--- config.mk ---
export PLATFORM = sky130hd
export DESIGN_NAME = pin_func_guard
export DESIGN_NICKNAME = d
export VERILOG_FILES = /design/src/rtl/pfg_pkg.sv /design/src/rtl/pfg_ctrl.sv /design/src/rtl/pfg_datapath.sv /design/src/rtl/pin_func_guard.sv
export SDC_FILE = /design/constraint.sdc
export NUM_CORES = 1
export LEC_CHECK = 0
export BUFFER_PORTS_ARGS = -buffer_cell sky130_fd_sc_hd__buf_2
export CAP_MARGIN = 20
export CORE_MARGIN = 10
export CORE_UTILIZATION = 45
export CTS_CLUSTER_SIZE = 8
export DETAILED_ROUTE_END_ITERATION = 16
export PLACE_DENSITY = 0.78
export REMOVE_ABC_BUFFERS = 1
export SYNTH_ARGS = -nofsm -noshare
export SYNTH_HDL_FRONTEND = slang
export SYNTH_SLANG_ARGS = --single-unit
--- constraint.sdc ---
create_clock -name clk -period 2.4 [get_ports clk]
set_input_delay 0.36 -clock clk [delete_from_list [all_inputs] [get_ports clk]]
set_output_delay 0.36 -clock clk [all_outputs]
set_load 0.05 [all_outputs]
--- src/rtl/pfg_pkg.sv ---
package pfg_pkg;
  localparam int unsigned BUS_W  = 32;
  localparam int unsigned ADDR_W = 4;

  localparam logic [BUS_W-1:0] UNLOCK_KEY = 32'h4C4F_434B;

  localparam logic [ADDR_W-1:0] A_ALTSEL = 4'h0;
  localparam logic [ADDR_W-1:0] A_DIGEN  = 4'h1;
  localparam logic [ADDR_W-1:0] A_LOCK   = 4'h2;
  localparam logic [ADDR_W-1:0] A_COMMIT = 4'h3;

  // strobes from control to datapath
  typedef struct packed {
    logic access;  // port ready, register bus live
    logic wrAlt;   // write to alternate-select register
    logic wrDig;   // write to digital-enable register
  } pfgStrobes_t;
endpackage

--- src/rtl/pfg_ctrl.sv ---
module pfg_ctrl
  import pfg_pkg::*;
#(
  parameter int unsigned NPINS     = 8,
  parameter logic [NPINS-1:0] PROT_MASK = 8'h0F,
  parameter int unsigned READY_DLY = 2
) (
  input  logic              clk,
  input  logic              rstN,
  input  logic              portClkEn,
  input  logic [ADDR_W-1:0] busAddr,
  input  logic              busWe,
  input  logic [BUS_W-1:0]  busWdata,
  output logic              portReady,
  output logic              unlocked,
  output logic [NPINS-1:0]  commitBits,
  output logic [NPINS-1:0]  wrMask,
  output pfgStrobes_t       strobes
);
  localparam int unsigned DLY   = (READY_DLY < 1) ? 1 : READY_DLY;
  localparam int unsigned CNT_W = $clog2(DLY + 1);

  logic [CNT_W-1:0] readyCnt;
  logic             wrLive;

  // ready counter restarts whenever the port clock is gated off
  always_ff @(posedge clk or negedge rstN) begin
    if (!rstN)                               readyCnt <= '0;
    else if (!portClkEn)                     readyCnt <= '0;
    else if (readyCnt != CNT_W'(DLY))        readyCnt <= readyCnt + 1'b1;
  end

  assign portReady = portClkEn && (readyCnt == CNT_W'(DLY));
  assign wrLive    = portReady && busWe;

  always_ff @(posedge clk or negedge rstN) begin
    if (!rstN) begin
      unlocked   <= 1'b0;
      commitBits <= '0;
    end else begin
      if (wrLive && busAddr == A_LOCK)
        unlocked <= (busWdata == UNLOCK_KEY);
      if (wrLive && busAddr == A_COMMIT && unlocked)
        commitBits <= busWdata[NPINS-1:0];
    end
  end

  assign wrMask         = ~PROT_MASK | commitBits;
  assign strobes.access = portReady;
  assign strobes.wrAlt  = wrLive && (busAddr == A_ALTSEL);
  assign strobes.wrDig  = wrLive && (busAddr == A_DIGEN);
endmodule

--- src/rtl/pfg_datapath.sv ---
module pfg_datapath
  import pfg_pkg::*;
#(
  parameter int unsigned NPINS = 8,
  parameter logic [NPINS-1:0] PROT_MASK = 8'h0F
) (
  input  logic              clk,
  input  logic              rstN,
  input  pfgStrobes_t       strobes,
  input  logic [NPINS-1:0]  wrMask,
  input  logic [NPINS-1:0]  wrBits,
  input  logic [ADDR_W-1:0] busAddr,
  input  logic              unlocked,
  input  logic [NPINS-1:0]  commitBits,
  output logic [NPINS-1:0]  pinAltSel,
  output logic [NPINS-1:0]  pinDigEn,
  output logic [BUS_W-1:0]  busRdata
);
  for (genvar i = 0; i < NPINS; i++) begin : g_pin
    always_ff @(posedge clk or negedge rstN) begin
      if (!rstN) begin
        pinAltSel[i] <= PROT_MASK[i];
        pinDigEn[i]  <= PROT_MASK[i];
      end else begin
        if (strobes.wrAlt && wrMask[i]) pinAltSel[i] <= wrBits[i];
        if (strobes.wrDig && wrMask[i]) pinDigEn[i]  <= wrBits[i];
      end
    end
  end

  always_comb begin
    busRdata = '0;
    if (strobes.access) begin
      unique case (busAddr)
        A_ALTSEL: busRdata[NPINS-1:0] = pinAltSel;
        A_DIGEN:  busRdata[NPINS-1:0] = pinDigEn;
        A_LOCK:   busRdata[0]         = ~unlocked;
        A_COMMIT: busRdata[NPINS-1:0] = commitBits;
        default:  busRdata            = '0;
      endcase
    end
  end
endmodule

--- src/rtl/pin_func_guard.sv ---
module pin_func_guard
  import pfg_pkg::*;
#(
  parameter int unsigned NPINS     = 8,
  parameter logic [NPINS-1:0] PROT_MASK = 8'h0F,
  parameter int unsigned READY_DLY = 2
) (
  input  logic              clk,
  input  logic              rstN,
  input  logic              portClkEn,
  output logic              portReady,
  input  logic [ADDR_W-1:0] busAddr,
  input  logic              busWe,
  input  logic [BUS_W-1:0]  busWdata,
  output logic [BUS_W-1:0]  busRdata,
  output logic [NPINS-1:0]  pinAltSel,
  output logic [NPINS-1:0]  pinDigEn
);
  logic             unlocked;
  logic [NPINS-1:0] commitBits;
  logic [NPINS-1:0] wrMask;
  pfgStrobes_t      strobes;

  pfg_ctrl #(.NPINS(NPINS), .PROT_MASK(PROT_MASK), .READY_DLY(READY_DLY)) i_ctrl (
    .clk(clk), .rstN(rstN), .portClkEn(portClkEn),
    .busAddr(busAddr), .busWe(busWe), .busWdata(busWdata),
    .portReady(portReady), .unlocked(unlocked), .commitBits(commitBits),
    .wrMask(wrMask), .strobes(strobes)
  );

  pfg_datapath #(.NPINS(NPINS), .PROT_MASK(PROT_MASK)) i_dp (
    .clk(clk), .rstN(rstN), .strobes(strobes), .wrMask(wrMask),
    .wrBits(busWdata[NPINS-1:0]), .busAddr(busAddr),
    .unlocked(unlocked), .commitBits(commitBits),
    .pinAltSel(pinAltSel), .pinDigEn(pinDigEn), .busRdata(busRdata)
  );
endmodule

==> metrics.txt, run 1 <==
clock power share=23.2%; Async S/R FF share, synth=100%; count of input and output buffers=64; result of the run=finished clean; Resize count post-CTS=1; Diodes inserted=0; Logic pwr share=31.6%; number of CTS-inserted buffers=3; final critical-path share of the clock period=92.8%; number of flops mapped to enable cells by yosys=0; number of antenna violations at the first check in global routing=0; most frequent cells in the layout=64 x sky130_fd_sc_hd__buf_2, 24 x sky130_fd_sc_hd__conb_1, 22 x sky130_fd_sc_hd__mux2_2, 19 x sky130_fd_sc_hd__dfrtp_1; Worst path top cell family by delay=flip-flops; number of distinct library cell variants in the gate-level netlist after synthesis=33; Post-Route WL=4.23 mm; CTS hold repair buffers=0; mean area per synthesized cell=11.1 um^2; count of unresolved DRC violations after routing=0; sort of element at the start of the critical path=flop; number of nets with antenna violations after detailed routing=0; worst max-slew margin expressed relative to the limit=61.6%; FF+latch count, synth=27; TritonCTS clock tree=done; area share of fa/ha/maj cells after synthesis=0.747%; starting density of the core=46.1%; synthesized instance count=151; FF/Latch Area=686 um^2; area delta synth->final=18.8%; root buffer cell=sky130_fd_sc_hd__clkbuf_8; Internal Dissipation=0.706 mW; Syn. warnings=0; Sinks on Clock Net=27; type of the worst min-delay path=in -> async; total power after layout=1.12 mW; sw power=0.419 mW; Total Die Area=6560 um^2; data arrival time at the worst-slack endpoint=1.87 ns; total buffers and inverters traversed by the critical path=2; Post-Synth Simple-Gate Area=17.8%; Post-CTS Setup Bufs=0; worst-case setup margin in the final layout=0.173 ns; Worst Tran Pin Value=0.575 ns; sequential fraction of the synthesis area=40.9%; post-layout net count=254; maximum number of pins on one net before global-route repair=28; Max H-tree Level=1; switching power share of the total=37.3%; slowest CP cell=sky130_fd_sc_hd__dfrtp_1; unrepaired setup endpoints after global routing=false; first-pass GRT wire length=6.41 mm; I/O pin count=89; multiplexer share of the synthesized area=20.8%; site row count=22; width of the die=81.0 um; data required time at the worst endpoint=2.04 ns; most common cell after layout, fill and taps aside=sky130_fd_sc_hd__buf_2; fill cell count=337; Min Hold Slack=0.0697 ns; setup slack after placement=0.281 ns; Clk Latency, worst-skew pair=0.27 ns; mean number of vias per cell=5.07; total vias in the final route=1318; number of hold violations in the final report=0; dpl hpwl=3.42 mm; overall die height=81.0 um; worst reg2reg setup slack=0.43 ns; core region area=3630 um^2; Setup TNS=0 ns; largest clock skew in the final design=0.00454 ns; critical path class=reg -> out; worst-path maximum fanout=15; maximum frequency from static timing analysis=0.449 GHz; First-pass DRT Iterations=4; placed cell area=1930 um^2; min Tclk post-route=2.23 ns; max-capacitance violation count=0; RD Place Congestion=0.802; fraction of final layout cells sized beyond drive strength 1=48.6%; power density over the cells=565 nW/um^2; largest voltage drop on the vdd net=352 uV; routed len/inst=16.3 um; CP peak stage delay=0.40 ns; largest family of logic cells by synthesized area=multiplexers; setup-violating endpoint count in the final report=0; clock transition time at the flip-flop clock pins of the worst setup and hold paths=0.10 ns; xor and xnor area share after synthesis=0.523%; cell-by-cell listing of the critical path=inv_1 > ha_1 > nand4bb_4 > a211oi_1 > buf_2; compound-cell area share of the yosys netlist=5.68%; number of design-rule violations left by the first detailed-router iteration=31; area of combinational cells with multiple inputs=865 um^2; most frequently used flop master after synthesis=sky130_fd_sc_hd__dfrtp_1; endpoint class of the critical path=primary output; number of buffers on the longest clock path=2; vias in the first global route=1384; static power due to leakage=1.02 nW; Pins Over Slew Limit=0; grt ovf=0; final instance area=1990 um^2; relative contribution of sequential cells to total power=45.3%; post-synthesis cell area=1680 um^2; Total Routing Usage GR=11.8%
==> cells in the mapped netlist (2+ instances only) <==
master / instances / area share (%)
sky130_fd_sc_hd__nand4_1: 7 / 2.6
sky130_fd_sc_hd__a22oi_1: 7 / 3.1
sky130_fd_sc_hd__a211oi_1: 2 / 0.90
sky130_fd_sc_hd__buf_2: 4 / 1.2
sky130_fd_sc_hd__nor4_1: 4 / 1.5
sky130_fd_sc_hd__nor4bb_1: 2 / 1.2
sky130_fd_sc_hd__dfstp_2: 8 / 13
sky130_fd_sc_hd__nor2b_1: 3 / 1.1
sky130_fd_sc_hd__and2_1: 4 / 1.5
sky130_fd_sc_hd__nor2_1: 9 / 2.0
sky130_fd_sc_hd__inv_1: 2 / 0.45
sky130_fd_sc_hd__dfrtp_1: 19 / 28
sky130_fd_sc_hd__nor4b_1: 3 / 1.6
sky130_fd_sc_hd__mux2_2: 22 / 15
sky130_fd_sc_hd__o41ai_1: 2 / 1.0
sky130_fd_sc_hd__buf_4: 25 / 11
sky130_fd_sc_hd__mux2_1: 9 / 6.0
sky130_fd_sc_hd__nand2b_1: 4 / 1.5
==> power by group through the flow <==
stage	combinational, mW	sequential (mW)	clock, mW
after CTS	0.356	0.510	0.272
final	0.355	0.509	0.260
after floorplan	0.189	0.582	0
after detailed placement	0.351	0.519	0
after global routing	0.379	0.516	0.287
after global placement	0.347	0.517	0
==> through the flow <==
step / util, % / instances
after floorplan: - / 144
after global placement: 53.1 / 256
after detailed placement: 53.1 / 256
after CTS: 54.8 / 260
after global routing: 54.8 / 260
final: 54.8 / 260
==> cells by family after synthesis <==
family                     after synthesis
and+or+nand+nor                         44
buffers and inverters                   33
muxes                                   31
DFF                                     27
AOI/OAI and AO/OA                       13
adders and majority gates                1
other                                    1
xor gates and xnor gates                 1
==> sequential cells by signal, indices dropped and copies added, names as in the netlist <==
register and count:
i_ctrl.commitBits 8, i_dp.pinAltSel 8, i_dp.pinDigEn 8, i_ctrl.readyCnt 2, i_ctrl.unlocked 1
==> metal layers <==
layer / vias up / GRT usage (%) / wire length [um]
li1: 630 / - / -
met5: - / 0 / 0
met3: 2 / 4.97 / 523
met2: 54 / 19.2 / 1990
met4: 0 / 2.25 / 17
met1: 632 / 14.5 / 1690
==> path summary, 6_finish.rpt <==
check,from,to,cells after the start
worst max register to register,i_ctrl.readyCnt[0]$_DFFE_PN0N_,i_ctrl.unlocked$_DFFE_PN0P_,5
max in group asynchronous,rstN,i_dp.pinDigEn[0]$_DFFE_PN1P_,1
min in group clk,busWdata[3],i_ctrl.commitBits[3]$_DFFE_PN0P_,2
worst min-delay path,rstN,i_dp.pinAltSel[5]$_DFFE_PN0P_,1
worst max-delay path,i_ctrl.readyCnt[0]$_DFFE_PN0N_,busRdata[0],5
worst min register to register,i_ctrl.commitBits[5]$_DFFE_PN0P_,i_ctrl.commitBits[5]$_DFFE_PN0P_,1
==> area by class of cell <==
type                    count  area share [%]
multi-input cells         114            43.4
flip-flops and latches     27            34.4
repair buffers             64            16.1
well taps                  48            3.02
clock buffers               3            2.07
inverters                   3           0.566
clock inverters             1           0.377
(Power assumes the default switching activity.)
==> run 2: changes to the inputs <==
--- a/config.mk
+++ b/config.mk
@@ -8,10 +8,10 @@
 export BUFFER_PORTS_ARGS = -buffer_cell sky130_fd_sc_hd__buf_2
 export CAP_MARGIN = 20
 export CORE_MARGIN = 10
-export CORE_UTILIZATION = 45
+export CORE_UTILIZATION = 48
 export CTS_CLUSTER_SIZE = 8
 export DETAILED_ROUTE_END_ITERATION = 16
-export PLACE_DENSITY = 0.78
+export PLACE_DENSITY = 0.83
 export REMOVE_ABC_BUFFERS = 1
 export SYNTH_ARGS = -nofsm -noshare
 export SYNTH_HDL_FRONTEND = slang
==> constraint.sdc (replaced) <==
create_clock -name clk -period 2.7 [get_ports clk]
set_input_delay 0.405 -clock clk [delete_from_list [all_inputs] [get_ports clk]]
set_output_delay 0.405 -clock clk [all_outputs]
set_load 0.05 [all_outputs]
==> run 2 against run 1 <==
Net effect: global-route usage increased by 1.7 points; routed wire length increased by 2.4%; cell area decreased by 1.8%; final cell count decreased by 0.77%; combinational power decreased by 11%; sequential power decreased by 11%; critical endpoint unchanged; largest power group unchanged; highest routed layer unchanged.
==> metrics.txt, run 2 (same netlist as run 1, synthesis figures left out) <==
setup-violating endpoint count in the final report=0 (unchanged); Worst path top cell family by delay=flip-flops; data arrival time at the worst-slack endpoint=2.10 ns (+0.23 ns); most common cell after layout, fill and taps aside=sky130_fd_sc_hd__buf_2; post-layout net count=254 (unchanged); power density over the cells=486 nW/um^2 (-14%); unrepaired setup endpoints after global routing=false; mean number of vias per cell=5.06 (-0.22%); fraction of final layout cells sized beyond drive strength 1=48.1% (-0.47 points); endpoint class of the critical path=primary output; Max H-tree Level=1 (unchanged); routed len/inst=16.8 um (+3.2%); Resize count post-CTS=0 (-1); fill cell count=333 (-1.2%); area of combinational cells with multiple inputs=853 um^2 (-1.3%); core region area=3360 um^2 (-7.4%); maximum number of pins on one net before global-route repair=28 (unchanged); TritonCTS clock tree=done; FF/Latch Area=686 um^2 (unchanged); Post-CTS Setup Bufs=0 (unchanged); min Tclk post-route=2.51 ns; clock transition time at the flip-flop clock pins of the worst setup and hold paths=0.15 ns (+0.05 ns); count of input and output buffers=64 (unchanged); Total Routing Usage GR=13.5% (+1.7 points); static power due to leakage=1.01 nW (-0.93%); most frequent cells in the layout=64 x sky130_fd_sc_hd__buf_2, 24 x sky130_fd_sc_hd__conb_1, 22 x sky130_fd_sc_hd__mux2_2, 19 x sky130_fd_sc_hd__dfrtp_1; root buffer cell=sky130_fd_sc_hd__clkbuf_4; worst-path maximum fanout=15 (unchanged); final instance area=1950 um^2 (-1.8%); result of the run=finished clean; launching point of the worst reg2reg path=i_ctrl.readyCnt[0]$_DFFE_PN0N_; largest clock skew in the final design=0.00276 ns (-0.00178 ns); CTS hold repair buffers=0 (unchanged); starting density of the core=49.8% (+3.7 points); vias in the first global route=1519 (+9.8%); site row count=21 (-4.5%); area delta synth->final=16.7%; total vias in the final route=1305 (-0.99%); I/O pin count=89 (unchanged); critical path class=reg -> out; number of antenna violations at the first check in global routing=0 (unchanged); Worst Tran Pin Value=0.604 ns (+0.0283 ns); grt ovf=0 (unchanged); Clk Latency, worst-skew pair=0.33 ns (+0.06 ns); CP peak stage delay=0.42 ns (+0.02 ns); data required time at the worst endpoint=2.30 ns (+0.26 ns); setup slack after placement=0.537 ns (+0.256 ns); cell-by-cell listing of the critical path=inv_1 > ha_1 > nand4bb_2 > a211oi_1 > buf_2; number of CTS-inserted buffers=3 (unchanged); overall die height=79.1 um (-2.4%); number of cells on the worst reg-to-reg path=5 (unchanged); slowest CP cell=sky130_fd_sc_hd__dfrtp_1; Pins Over Slew Limit=0 (unchanged); dpl hpwl=3.46 mm (+1.4%); largest voltage drop on the vdd net=274 uV (-22%); placed cell area=1930 um^2 (-0.13%); Total Die Area=6250 um^2 (-4.7%); RD Place Congestion=0.822 (+2.5%); total buffers and inverters traversed by the critical path=2 (unchanged); worst-case setup margin in the final layout=0.190 ns (+0.0171 ns); count of unresolved DRC violations after routing=0 (unchanged); maximum frequency from static timing analysis=0.398 GHz; Post-Route WL=4.33 mm (+2.4%); worst reg2reg setup slack=0.56 ns (+0.13 ns); largest registers in the final layout=i_ctrl.commitBits (8), i_dp.pinAltSel (8), i_dp.pinDigEn (8); worst max-slew margin expressed relative to the limit=59.8% (-1.9 points); Min Hold Slack=0.0603 ns (-0.00937 ns); Diodes inserted=0 (unchanged); First-pass DRT Iterations=4 (unchanged); width of the die=79.1 um (-2.4%); final critical-path share of the clock period=93.0%; first-pass GRT wire length=7.11 mm (+11%); share of the core filled with cells=58.1% (+3.3 points); number of nets with antenna violations after detailed routing=0 (unchanged); max-capacitance violation count=0 (unchanged); number of design-rule violations left by the first detailed-router iteration=46 (+48%); Sinks on Clock Net=27 (unchanged); number of buffers on the longest clock path=2 (unchanged); r2r endpoint=i_dp.pinAltSel[7]$_DFFE_PN0P_; number of hold violations in the final report=0 (unchanged); sort of element at the start of the critical path=flop; type of the worst min-delay path=in -> async; Setup TNS=0 ns (unchanged)
==> run 2: cell count changes in the layout (fill, tap and decap cells not counted), sizes merged <==
cell | previous run | this run
clkbuf | 3 | 4
clkinvlp | 1 | 0
==> run 2: worst max-delay path by stage <==
| stage | startpoint | to | cells past startpoint |
|---|---|---|---|
| floorplan | i_ctrl.readyCnt[0]$_DFFE_PN0N_ | busRdata[0] | 4 |
| global placement | busAddr[0] | busRdata[5] | 5 |
| detailed placement | i_ctrl.readyCnt[0]$_DFFE_PN0N_ | busRdata[0] | 5 |
| CTS | i_ctrl.readyCnt[0]$_DFFE_PN0N_ | busRdata[0] | 5 |
| global route | i_ctrl.readyCnt[0]$_DFFE_PN0N_ | busRdata[0] | 5 |
| finish | i_ctrl.readyCnt[0]$_DFFE_PN0N_ | busRdata[0] | 5 |
==> run 2: area by class of cell <==
| type | instances | share of cell area [%] |
|---|---|---|
| Inverter | 3 | 0.576 |
| Sequential cell | 27 | 35.1 |
| Timing Repair Buffer | 64 | 16.4 |
| Multi-Input combinational cell | 114 | 43.7 |
| Clock buffer | 4 | 1.34 |
| Tap cell | 46 | 2.94 |
==> run 2: metal layers <==
metal | GRT usage (%) | part of all wire [%]
met1 | 15.4 | 38
met2 | 23.1 | 52
met3 | 5.29 | 9.0
met4 | 3.41 | 0.79
met5 | 0 | 0
==> run 2: report_power, final <==
| group | switching, mW | total (mW) | internal (mW) | leakage, nW |
|---|---|---|---|---|
| registers | 0.0204 | 0.454 | 0.434 | 0.344 |
| clock network | 0.122 | 0.180 | 0.0580 | 0.0150 |
| logic | 0.227 | 0.316 | 0.0888 | 0.649 |
| total | 0.370 | 0.950 | 0.581 | 1.01 |
==> run 2: per-stage QoR <==
step           std cells  power (mW)
2_1_floorplan        144       0.685
6_report             258       0.950
4_1_cts              258       0.957
5_1_grt              258        1.00
3_5_place_dp         254       0.776
3_3_place_gp         254       0.769
==> run 3: changes to the inputs <==
--- a/config.mk
+++ b/config.mk
@@ -11,6 +11,7 @@
 export CORE_UTILIZATION = 48
 export CTS_CLUSTER_SIZE = 8
 export DETAILED_ROUTE_END_ITERATION = 16
+export MAX_ROUTING_LAYER = met4
 export PLACE_DENSITY = 0.83
 export REMOVE_ABC_BUFFERS = 1
 export SYNTH_ARGS = -nofsm -noshare
==> run 3 against run 2 <==
Net effect: clock skew is 0.0029 ns higher; core utilization is 0.33 points higher; critical path depth stayed put; clock power hardly changed; first-iteration DRC count is 13% lower.
==> metrics.txt, run 3 (same netlist as run 1, synthesis figures left out) <==
cell-by-cell listing of the critical path=inv_1 > ha_1 > nand4bb_4 > a211oi_1 > buf_2; setup slack after placement=0.537 ns (unchanged); maximum number of pins on one net before global-route repair=28 (unchanged); count of unresolved DRC violations after routing=0 (unchanged); I/O pin count=89 (unchanged); number of buffers on the longest clock path=2 (unchanged); setup-violating endpoint count in the final report=0 (unchanged); most frequent cells in the layout=64 x sky130_fd_sc_hd__buf_2, 24 x sky130_fd_sc_hd__conb_1, 22 x sky130_fd_sc_hd__mux2_2, 19 x sky130_fd_sc_hd__dfrtp_1; worst-path maximum fanout=15 (unchanged); number of hold violations in the final report=0 (unchanged); result of the run=finished clean; width of the die=79.1 um (unchanged); root buffer cell=sky130_fd_sc_hd__clkbuf_4; largest voltage drop on the vdd net=274 uV (about the same); First-pass DRT Iterations=4 (unchanged); static power due to leakage=1.01 nW (+0.27%); dpl hpwl=3.46 mm (unchanged); Setup TNS=0 ns (unchanged); total vias in the final route=1328 (+1.8%); Post-CTS Setup Bufs=0 (unchanged); first-pass GRT wire length=7.17 mm (+0.79%); largest clock skew in the final design=0.00563 ns (+0.00287 ns); Placed Cells incl. Taps=254 (unchanged); grt ovf=0 (unchanged); Total Die Area=6250 um^2 (unchanged); TritonCTS clock tree=done; number of nets with antenna violations after detailed routing=0 (unchanged); routed len/inst=16.8 um (+0.37%); core region area=3360 um^2 (unchanged); site row count=21 (unchanged); number of antenna violations at the first check in global routing=0 (unchanged); total buffers and inverters traversed by the critical path=2 (unchanged); Clk Latency, worst-skew pair=0.33 ns (about the same); final critical-path share of the clock period=88.2% (-4.8 points); count of input and output buffers=64 (unchanged); area delta synth->final=17.3%; data arrival time at the worst-slack endpoint=1.98 ns (-0.12 ns); maximum frequency from static timing analysis=0.420 GHz (+5.4%); fraction of final layout cells sized beyond drive strength 1=48.1% (unchanged); worst-case setup margin in the final layout=0.319 ns (+0.129 ns); sort of element at the start of the critical path=flop; total power after layout=0.956 mW (+0.59%); type of the worst min-delay path=in -> async; critical path class=reg -> out; Worst Tran Pin Value=0.598 ns (-0.00563 ns); clock transition time at the flip-flop clock pins of the worst setup and hold paths=0.15 ns (about the same); number of design-rule violations left by the first detailed-router iteration=40 (-13%); final cell count without fillers=258 (unchanged); min Tclk post-route=2.38 ns (-0.129 ns); Post-Route WL=4.35 mm (+0.37%); RD Place Congestion=0.834 (+1.5%); vias in the first global route=1517 (-0.13%); Min Hold Slack=0.0514 ns (-0.00887 ns); most common cell after layout, fill and taps aside=sky130_fd_sc_hd__buf_2; largest registers in the final layout=i_ctrl.commitBits (8), i_dp.pinAltSel (8), i_dp.pinDigEn (8); CTS hold repair buffers=0 (unchanged); data required time at the worst endpoint=2.30 ns (about the same); number of CTS-inserted buffers=3 (unchanged); unrepaired setup endpoints after global routing=false; post-layout net count=254 (unchanged); max-capacitance violation count=0 (unchanged); endpoint class of the critical path=primary output; Sinks on Clock Net=27 (unchanged); mean number of vias per cell=5.15 (+1.8%); Total Routing Usage GR=14.1% (+0.56 points); starting density of the core=49.8% (unchanged); worst max-slew margin expressed relative to the limit=60.1% (+0.38 points); Resize count post-CTS=0 (unchanged); Pins Over Slew Limit=0 (unchanged); Max H-tree Level=1 (unchanged); Worst path top cell family by delay=flip-flops; overall die height=79.1 um (unchanged); slowest CP cell=sky130_fd_sc_hd__dfrtp_1; power density over the cells=486 nW/um^2 (about the same); CP peak stage delay=0.42 ns (about the same); Diodes inserted=0 (unchanged)
run 3: cell types whose count changed in the layout (fill, tap and decap cells not counted):
cell                        before  now
sky130_fd_sc_hd__nand4bb_4       0    1
sky130_fd_sc_hd__nand4bb_2       1    0
run 3: through the flow:
stage                     cell area (um^2)  util [%]
after global placement                1930      57.3
after global routing                  1970      58.4
after floorplan                       1550         -
final                                 1970      58.4
after detailed placement              1930      57.3
after CTS                             1950      58.1
run 3: final timing paths:
| kind | startpoint | cells after the start | slack (ns) | to |
|---|---|---|---|---|
| worst min register to register | i_ctrl.commitBits[6]$_DFFE_PN0P_ | 1 | 0.52 | i_ctrl.commitBits[6]$_DFFE_PN0P_ |
| worst max-delay path | i_ctrl.readyCnt[0]$_DFFE_PN0N_ | 5 | 0.32 | busRdata[0] |
| worst min-delay path | rstN | 1 | 0.05 | i_dp.pinAltSel[4]$_DFFE_PN0P_ |
| min in group clk | busWdata[8] | 3 | 0.33 | i_ctrl.unlocked$_DFFE_PN0P_ |
| worst max register to register | i_ctrl.readyCnt[0]$_DFFE_PN0N_ | 5 | 0.71 | i_dp.pinAltSel[7]$_DFFE_PN0P_ |
| max in group asynchronous | rstN | 1 | 2.25 | i_ctrl.unlocked$_DFFE_PN0P_ |
run 3: report_power, final:
| part | switching, mW | internal [mW] |
|---|---|---|
| Combinational | 0.230 | 0.0902 |
| Sequential | 0.0201 | 0.434 |
| Clock | 0.124 | 0.0580 |
run 3: metal layers:
layer | part of all wire, % | track usage (%)
met1 | 40 | 16.1
met2 | 52 | 23.2
met3 | 7.0 | 4.73
met4 | 0.78 | 3.41
met5 | 0 | -
run 3: final cells by class:
type,count,area [um^2]
fillers,330,1400
multi-input cells,114,865
flip-flops and latches,27,686
repair buffers,64,320
well taps,46,57.6
clock buffers,4,26.3
inverters,3,11.3
